[src/rtl/sm_arith_pkg.sv]
package sm_arith_pkg;
  typedef enum logic {
    OP_ADD = 1'b0,
    OP_SUB = 1'b1
  } sm_op_e;

  localparam int SM_DEFAULT_WIDTH = 5;
endpackage

[src/rtl/sm_to_twos.sv]
module sm_to_twos #(
  parameter int N = 5
) (
  input  logic [N-1:0] sm_in,
  output logic [N-1:0] tc_out
);
  localparam int MW = N - 1;

  logic [MW-1:0] mag;
  logic [MW-1:0] inv_inc;
  logic          is_neg;

  assign mag     = sm_in[MW-1:0];
  assign inv_inc = (~mag) + MW'(1);
  assign is_neg  = sm_in[N-1] && (|mag);

  always_comb begin
    if (is_neg) tc_out = {1'b1, inv_inc};
    else        tc_out = {1'b0, mag};
  end
endmodule

[src/rtl/sm_ripple_adder.sv]
module sm_ripple_adder #(
  parameter int W = 5
) (
  input  logic [W-1:0] x,
  input  logic [W-1:0] y,
  input  logic         cin,
  output logic [W-1:0] sum,
  output logic         carry_into_msb,
  output logic         carry_out
);
  logic [W:0] chain;

  assign chain[0] = cin;

  for (genvar i = 0; i < W; i++) begin : g_bit
    logic half_s;
    logic half_c;
    assign half_s     = x[i] ^ y[i];
    assign half_c     = x[i] & y[i];
    assign sum[i]     = half_s ^ chain[i];
    assign chain[i+1] = half_c | (half_s & chain[i]);
  end

  assign carry_into_msb = chain[W-1];
  assign carry_out      = chain[W];
endmodule

[src/rtl/sm_from_twos.sv]
module sm_from_twos #(
  parameter int N = 5
) (
  input  logic [N-1:0] tc_in,
  output logic [N-1:0] sm_out
);
  localparam int MW = N - 1;

  logic [MW-1:0] low;
  logic [MW-1:0] mag;
  logic          neg;

  assign low = tc_in[MW-1:0];
  assign neg = tc_in[N-1];

  always_comb begin
    if (neg) mag = (~low) + MW'(1);
    else     mag = low;
  end

  // sign is cleared whenever the magnitude is zero
  assign sm_out = {neg && (|mag), mag};
endmodule

[src/rtl/sm_addsub_stream.sv]
module sm_addsub_stream
  import sm_arith_pkg::*;
#(
  parameter int N = SM_DEFAULT_WIDTH
) (
  input  logic         clk,
  input  logic         rst_n,
  input  logic         in_valid,
  output logic         in_ready,
  input  logic [N-1:0] in_a,
  input  logic [N-1:0] in_b,
  input  logic         in_sub,
  output logic         out_valid,
  input  logic         out_ready,
  output logic [N-1:0] out_sum,
  output logic         out_ovf
);
  localparam int MW = N - 1;
  localparam logic [N-1:0] MOST_NEG = {1'b1, {MW{1'b0}}};

  logic [N-1:0] b_eff;
  logic [N-1:0] ta;
  logic [N-1:0] tb;
  logic [N-1:0] tsum;
  logic         c_msb_in;
  logic         c_msb_out;
  logic         ovf_c;
  logic [N-1:0] res_c;
  logic         take;

  // subtraction: negate B by flipping its sign before conversion
  assign b_eff = {in_b[N-1] ^ (sm_op_e'(in_sub) == OP_SUB), in_b[MW-1:0]};

  sm_to_twos #(.N(N)) u_conv_a (.sm_in(in_a),  .tc_out(ta));
  sm_to_twos #(.N(N)) u_conv_b (.sm_in(b_eff), .tc_out(tb));

  sm_ripple_adder #(.W(N)) u_add (
    .x              (ta),
    .y              (tb),
    .cin            (1'b0),
    .sum            (tsum),
    .carry_into_msb (c_msb_in),
    .carry_out      (c_msb_out)
  );

  sm_from_twos #(.N(N)) u_back (.tc_in(tsum), .sm_out(res_c));

  assign ovf_c = (c_msb_in ^ c_msb_out) | (tsum == MOST_NEG);

  assign in_ready = !out_valid || out_ready;
  assign take     = in_valid && in_ready;

  always_ff @(posedge clk or negedge rst_n) begin
    if (!rst_n) begin
      out_valid <= 1'b0;
      out_sum   <= '0;
      out_ovf   <= 1'b0;
    end else if (take) begin
      out_valid <= 1'b1;
      out_sum   <= res_c;
      out_ovf   <= ovf_c;
    end else if (out_ready) begin
      out_valid <= 1'b0;
    end
  end

  AST_ZERO_OPERAND: assert property (@(posedge clk) disable iff (!rst_n)
    (in_valid && (in_a[MW-1:0] == '0)) |-> (ta == '0));

  AST_MIXED_SIGN_NO_OVF: assert property (@(posedge clk) disable iff (!rst_n)
    (in_valid && (ta[N-1] != tb[N-1])) |-> !ovf_c);

  AST_ACCEPT_LOADS: assert property (@(posedge clk) disable iff (!rst_n)
    (in_valid && in_ready) |=> out_valid);

  AST_STALL_HOLD: assert property (@(posedge clk) disable iff (!rst_n)
    (out_valid && !out_ready) |=> (out_valid && $stable(out_sum) && $stable(out_ovf)));

  AST_IDLE_EMPTY: assert property (@(posedge clk) disable iff (!rst_n)
    (!in_valid && !out_valid) |=> !out_valid);

  AST_NO_NEG_ZERO: assert property (@(posedge clk) disable iff (!rst_n)
    (out_valid && (out_sum[MW-1:0] == '0)) |-> !out_sum[N-1]);
endmodule

[config.mk]
export PLATFORM = sky130hd
export DESIGN_NAME = sm_addsub_stream
export DESIGN_NICKNAME = d
export VERILOG_FILES = /design/src/rtl/sm_arith_pkg.sv /design/src/rtl/sm_to_twos.sv /design/src/rtl/sm_ripple_adder.sv /design/src/rtl/sm_from_twos.sv /design/src/rtl/sm_addsub_stream.sv
export SDC_FILE = /design/constraint.sdc
export NUM_CORES = 1
export LEC_CHECK = 0
export ABC_AREA = 1
export BUFFER_PORTS_ARGS = -buffer_cell sky130_fd_sc_hd__buf_2
export CORE_MARGIN = 10
export CORE_UTILIZATION = 31
export CTS_CLUSTER_SIZE = 20
export DETAILED_ROUTE_END_ITERATION = 6
export GPL_TIMING_DRIVEN = 0
export PLACE_DENSITY_LB_ADDON = 0.12
export SETUP_SLACK_MARGIN = 0.2
export SLEW_MARGIN = 15
export SYNTH_ARGS = -nofsm -noshare
export SYNTH_HDL_FRONTEND = slang
export SYNTH_HIERARCHICAL = 1
export SYNTH_SLANG_ARGS = --single-unit
[constraint.sdc]
create_clock -name clk -period 2.3 [get_ports clk]
set_input_delay 0.23 -clock clk [delete_from_list [all_inputs] [get_ports clk]]
set_output_delay 0.23 -clock clk [all_outputs]
set_load 0.05 [all_outputs]
# == Word level (Yosys, flattened, before mapping) ==
# Index checks and enable logic that the tools add are counted.
# totals
reg_bits,7
latch_bits,0
ramBits,0
mem_bits_ro,0
out_inout_bits,8
word_cells,50
n_memories,0
# op_classes
add_sub_neg,3
mul,0
div_mod_pow,0
order_cmp,0
eq_ne,1
shift,0
muxes,5
bitwise,28
reduce_logical,10
# op_table
operator,count
adder 4 x 1 -> 4 bit (second input constant),3
inverter 4 bit,3
OR reduction 4 bit,3
XOR 1 bit,11
two-way mux 5 bit,2
AND 1 bit,9
equality test 5 bit (second input constant),1
OR 1 bit,5
logical AND 1 bit,4
two-way mux 4 bit,1
two-way mux 1 bit,2
nonzero test 2 bit,1
logical NOT 1 bit,1
logical OR 1 bit,1

# == Logic depth before layout (Yosys ltp) ==
# depth
ltp_word,14
ltp_mapped,22
depth_no_buf,22

# == Cells and area by module ==
# The synthesis kept the hierarchy.
# by_module_without_submodules
module,instances,cells_each,area_per_inst_um2,seq_area_each_um2
sm_addsub_stream,1,37,314.1,175.2
sm_to_twos,2,24,128.9,0.0
sm_ripple_adder,1,15,137.6,0.0
sm_from_twos,1,23,116.4,0.0

# == Worst setup path after synthesis ==
# Ideal clock, no wire load.
# synth_timing
kind,input to register
startpoint,input in_b[0]
endpoint,register out_sum[4]
arrival_ns,2.885
setup_slack_ns,-0.703
cell_stages,22
path_cell_list,inv_1 -> ha_1 -> nand3_2 -> nand2_2 -> inv_2 -> nand2_2 -> nand2_2 -> fa_1 -> fa_1 -> inv_1 -> fa_1 -> inv_1 -> fa_1 -> inv_2 -> nor2_1 -> nand2_1 -> nand2_1 -> nand2_1 -> nor2_1 -> nor2_1 -> nand2_1 -> nand2_1
# synth_via
elab_chain_len,14
# synth_rtl
element,line,rtl
from (decl),sm_addsub_stream.sv:11,"input logic [N-1:0] in_b,"
OR reduction 4 bit *,sm_to_twos.sv:15,assign is_neg = sm_in[N-1] && (|mag);
logical AND 1 bit *,sm_to_twos.sv:15,
named net u_conv_b.is_neg,sm_to_twos.sv:11,logic is_neg;
two-way mux 5 bit *,sm_to_twos.sv:18,"if (is_neg) tc_out = {1'b1, inv_inc};"
named net tb[1],sm_addsub_stream.sv:23,logic [N-1:0] tb;
XOR 1 bit,sm_ripple_adder.sv:18,assign half_s = x[i] ^ y[i];
AND 1 bit,sm_ripple_adder.sv:21,assign chain[i+1] = half_c | (half_s & chain[i]);
OR 1 bit *,sm_ripple_adder.sv:21,
[... 3 more ...],-,
OR 1 bit *,sm_ripple_adder.sv:21,
named net c_msb_in,sm_addsub_stream.sv:25,logic c_msb_in;
XOR 1 bit *,sm_ripple_adder.sv:20,assign sum[i] = half_s ^ chain[i];
named net tsum[4],sm_addsub_stream.sv:24,logic [N-1:0] tsum;
two-way mux 4 bit,sm_from_twos.sv:17,if (neg) mag = (~low) + MW'(1);
OR reduction 4 bit,sm_from_twos.sv:22,"assign sm_out = {neg && (|mag), mag};"
logical AND 1 bit *,sm_from_twos.sv:22,
named net res_c[4],sm_addsub_stream.sv:28,logic [N-1:0] res_c;
to (signal assigned),sm_addsub_stream.sv:60,out_sum <= res_c;
to (decl),sm_addsub_stream.sv:15,"output logic [N-1:0] out_sum,"
# The timed path passes the listed nets; every way through them passes the cells marked *.
# A chain may end at the register's enable or synchronous reset.

# == Final worst setup path ==
# layout_timing
startpoint,input in_b[1]
endpoint,register out_sum[4]
# The elaborated chain is that of the path after synthesis.

==> run_results.csv <==
group,metric,value,unit
power,ir_drop,0.636,mV
timing,rsz0062_at_grt,"yes",
logic_synthesis,yosys.area_share.simple,0.358,
logic_synthesis,yosysWarningCount,6,
die,die_w,71.6,um
logic_synthesis,synth_xor_area_frac,0.0424,
global_routing,overflow,0,
timing,fin_worst_skew,0.555,ps
logic_synthesis,synthAdderAreaFrac,0.182,
logic_synthesis,yosys.area.top_type,"dfrtp_1",
clock_network,cts_sinks,7,
critical_path,critical_path_required,2490,ps
detailed_routing,drt-pass1-iter-count,4,
logic_synthesis,synth-compound-area-share,0.0152,
die,die_area,0.00513,mm2
timing,period_share,1.22,
timing,drv_slew,0,
critical_path,crit_type,"in2reg",
hold_path,min_path_cells,3,
die,rows,18,
logic_synthesis,yosys-top-cells-area,"dfrtp_1, nand2_1, fa_1, inv_1, ha_1",
critical_path,timing.critical_path.to_type,"flip-flop",
logic_synthesis,ys_ff_latch,7,
timing,fmax,0.358,GHz
die,core_area,0.00250,mm2
clock_network,clock_latency,250,ps
power,internal_power,534,uW
power,p_per_area,743,mW/mm2
finish,nets,202,
power,p_sw,486,uW
timing,setup_viol,5,
power,power_frac_seq,0.184,
power,pwr-share-clk,0.106,
placed_design,dp_hpwl,1450,um
finish,area_growth,66.2,%
detailed_routing,drcViolationCount,0,
die,start_util,0.330,
global_routing,grt_pass1_vias,943,
critical_path,r2r_end,"out_ovf",
logic_synthesis,synth.avg_cell_area,6.71,um2
hold_path,holdPathEnd,"out_valid",
critical_path,reg2reg_depth,5,
detailed_routing,drtIter0Drc,16,
logic_synthesis,synth_edf_count,0,
critical_path,arrival,2980,ps
logic_synthesis,ys_dominant_reg_cell,"dfrtp_1",
logic_synthesis,seq_area_frac_synth,0.212,
clock_network,cts_made_buffers,3,
status,outcome,"finished, violations left",
placed_design,place.gp.congestion,0.771,
logic_synthesis,yosysMostFrequentCell,"nand2_1",
power,total_leakage_power,0.000777,uW
detailed_routing,wl,2120,um
finish,n_fill_cell,237,
clock_network,cts_tree,"yes",
timing,worst_slack,-496,ps
global_routing,grt_use_total,0.0841,
run,drv_cap,0,
finish,n_antenna_cell,0,
hold_path,min_path_type,"in2reg",
detailed_routing,routed_via_density,4.26,
die,num_io_pins,23,
clock_network,clk_pin_slew,50,ps
finish,regArea,175,um2
logic_synthesis,synth_async_sr_flop_share,1.00,
status,violations,"negative setup slack",
global_routing,antenna_found_initial,0,
hold_path,min_from,"in_valid",
logic_synthesis,synth_commonest_cells,"nand2_1, inv_1, nor2_1, dfrtp_1, nand2_2",
logic_synthesis,synth_fp_nets,147,
timing,finalCriticalPeriod,2800,ps
finish,drive_above_1_share,0.531,
logic_synthesis,synth_top_family_by_area,"simple AND/OR/NAND/NOR gates",
logic_synthesis,syn_area,826,um2
timing,hold_viol,0,
detailed_routing,drtAntennaViolNets,0,
critical_path,critPathMaxFanout,3,
placed_design,portBuffers,22,
global_routing,grt_pass1_wl,3640,um
timing,tns,-1760,ps
finish,fin_util,0.549,
placed_design,dpl_worst_slack,-934,ps
global_routing,grt_max_degree,9,
die,dieHeight,71.6,um
power,p_comb_frac,0.710,
critical_path,r2r_slack,1440,ps
power,p_sw_frac,0.476,
clock_network,cts_root_buf,"clkbuf_4",
detailed_routing,vias,882,
clock_network,h-tree-depth,1,
logic_synthesis,muxShareOfSynthArea,0,
logic_synthesis,ys_types,18,
detailed_routing,avgRoutedWirePerCell,10.2,um
critical_path,regToRegStartpoint,"out_valid",
logic_synthesis,synthCells,123,
logic_synthesis,synth_top_area_share,0.212,
clock_network,clockBufferDepth,2,
critical_path,critPathLaunchType,"primary input",
finish,multiInputGateArea,581,um2
## flip-flops by register name, indices dropped and copies added (netlist names)
register   cells
out_ovf        1
out_sum        5
out_valid      1
## worst max-delay path by stage
stage          cells after the start  slack, ps    endpoint    start
6_report                          21       -500  out_sum[4]  in_b[1]
5_1_grt                           23       -630  out_sum[4]  in_a[0]
4_1_cts                           21       -460  out_sum[4]  in_b[0]
3_5_place_dp                      23       -930  out_sum[4]  in_a[1]
3_3_place_gp                      23       -870  out_sum[4]  in_a[1]
2_1_floorplan                     22       -560  out_sum[4]  in_a[1]
## cell type report
cell class                 instances  area share
inverter                          31       0.103
clock buffer                       4      0.0191
timing repair buffer              50       0.273
sequential                         7       0.128
tap                               30      0.0273
buffer                             5      0.0273
multi-input combinational         80       0.423
## stage by stage
stage	instances	hold WS [ps]	cell area [um2]	total power (uW)
global route	207	263	1370	1120
floorplan	123	-65.6	888	616
detailed placement	175	70.7	1040	739
finish	207	257	1370	1020
CTS	205	249	1330	990
global placement	175	68.7	1040	730
## per-layer routing
metal | vias to the layer above | track usage | wire length [um]
met5 | - | 0 | 0
met3 | 6 | 0.0262 | 74
met2 | 17 | 0.161 | 1180
met1 | 402 | 0.0834 | 817
li1 | 457 | - | -
met4 | 0 | 0.0258 | 49
## power groups by stage
stage | clock, uW | combinational (uW) | sequential (uW)
global placement | 0 | 542 | 188
CTS | 114 | 687 | 188
detailed placement | 0 | 549 | 190
global route | 125 | 798 | 193
finish | 108 | 725 | 188
floorplan | 0 | 273 | 344
## kinds of logic after synthesis
group                      Yosys count
other                                1
xor gates and xnor gates             4
AOI/OAI and AO/OA                    2
DFF                                  7
adders and majority gates            9
and+or+nand+nor                     64
buffers and inverters               36
## layout by cell type (no fill, tap or decap), drive strengths merged
cell	instances
o21ai	1
nand3	6
nand4	2
ha	4
buf	54
o21bai	1
xnor2	1
clkbuf	4
fa	5
dlygate4sd3	1
xor2	3
conb	1
nand2	48
dfrtp	7
inv	31
nor2	8
## worst max-delay path, stage by stage
cell and delay, ps:
buf_8 100, inv_4 50, ha_4 130, nand3_2 70
nand2_2 80, inv_2 50, nand2_2 50, nand2_2 50
fa_2 360, fa_2 340, inv_2 60, fa_2 180
inv_2 40, fa_2 550, inv_2 50, buf_4 120
buf_4 120, buf_4 120, nor2_1 90, nand2_1 60
nand2_1 60
## repair_timing
item	4_1_cts	5_1_grt
pin swaps	16	7
hold buffers	1	0
buffers inserted	25	2
endpoints found under the hold margin	7	0
endpoints found under the setup margin	5	5
resized for setup	15	11
(Power assumes the default switching activity.)
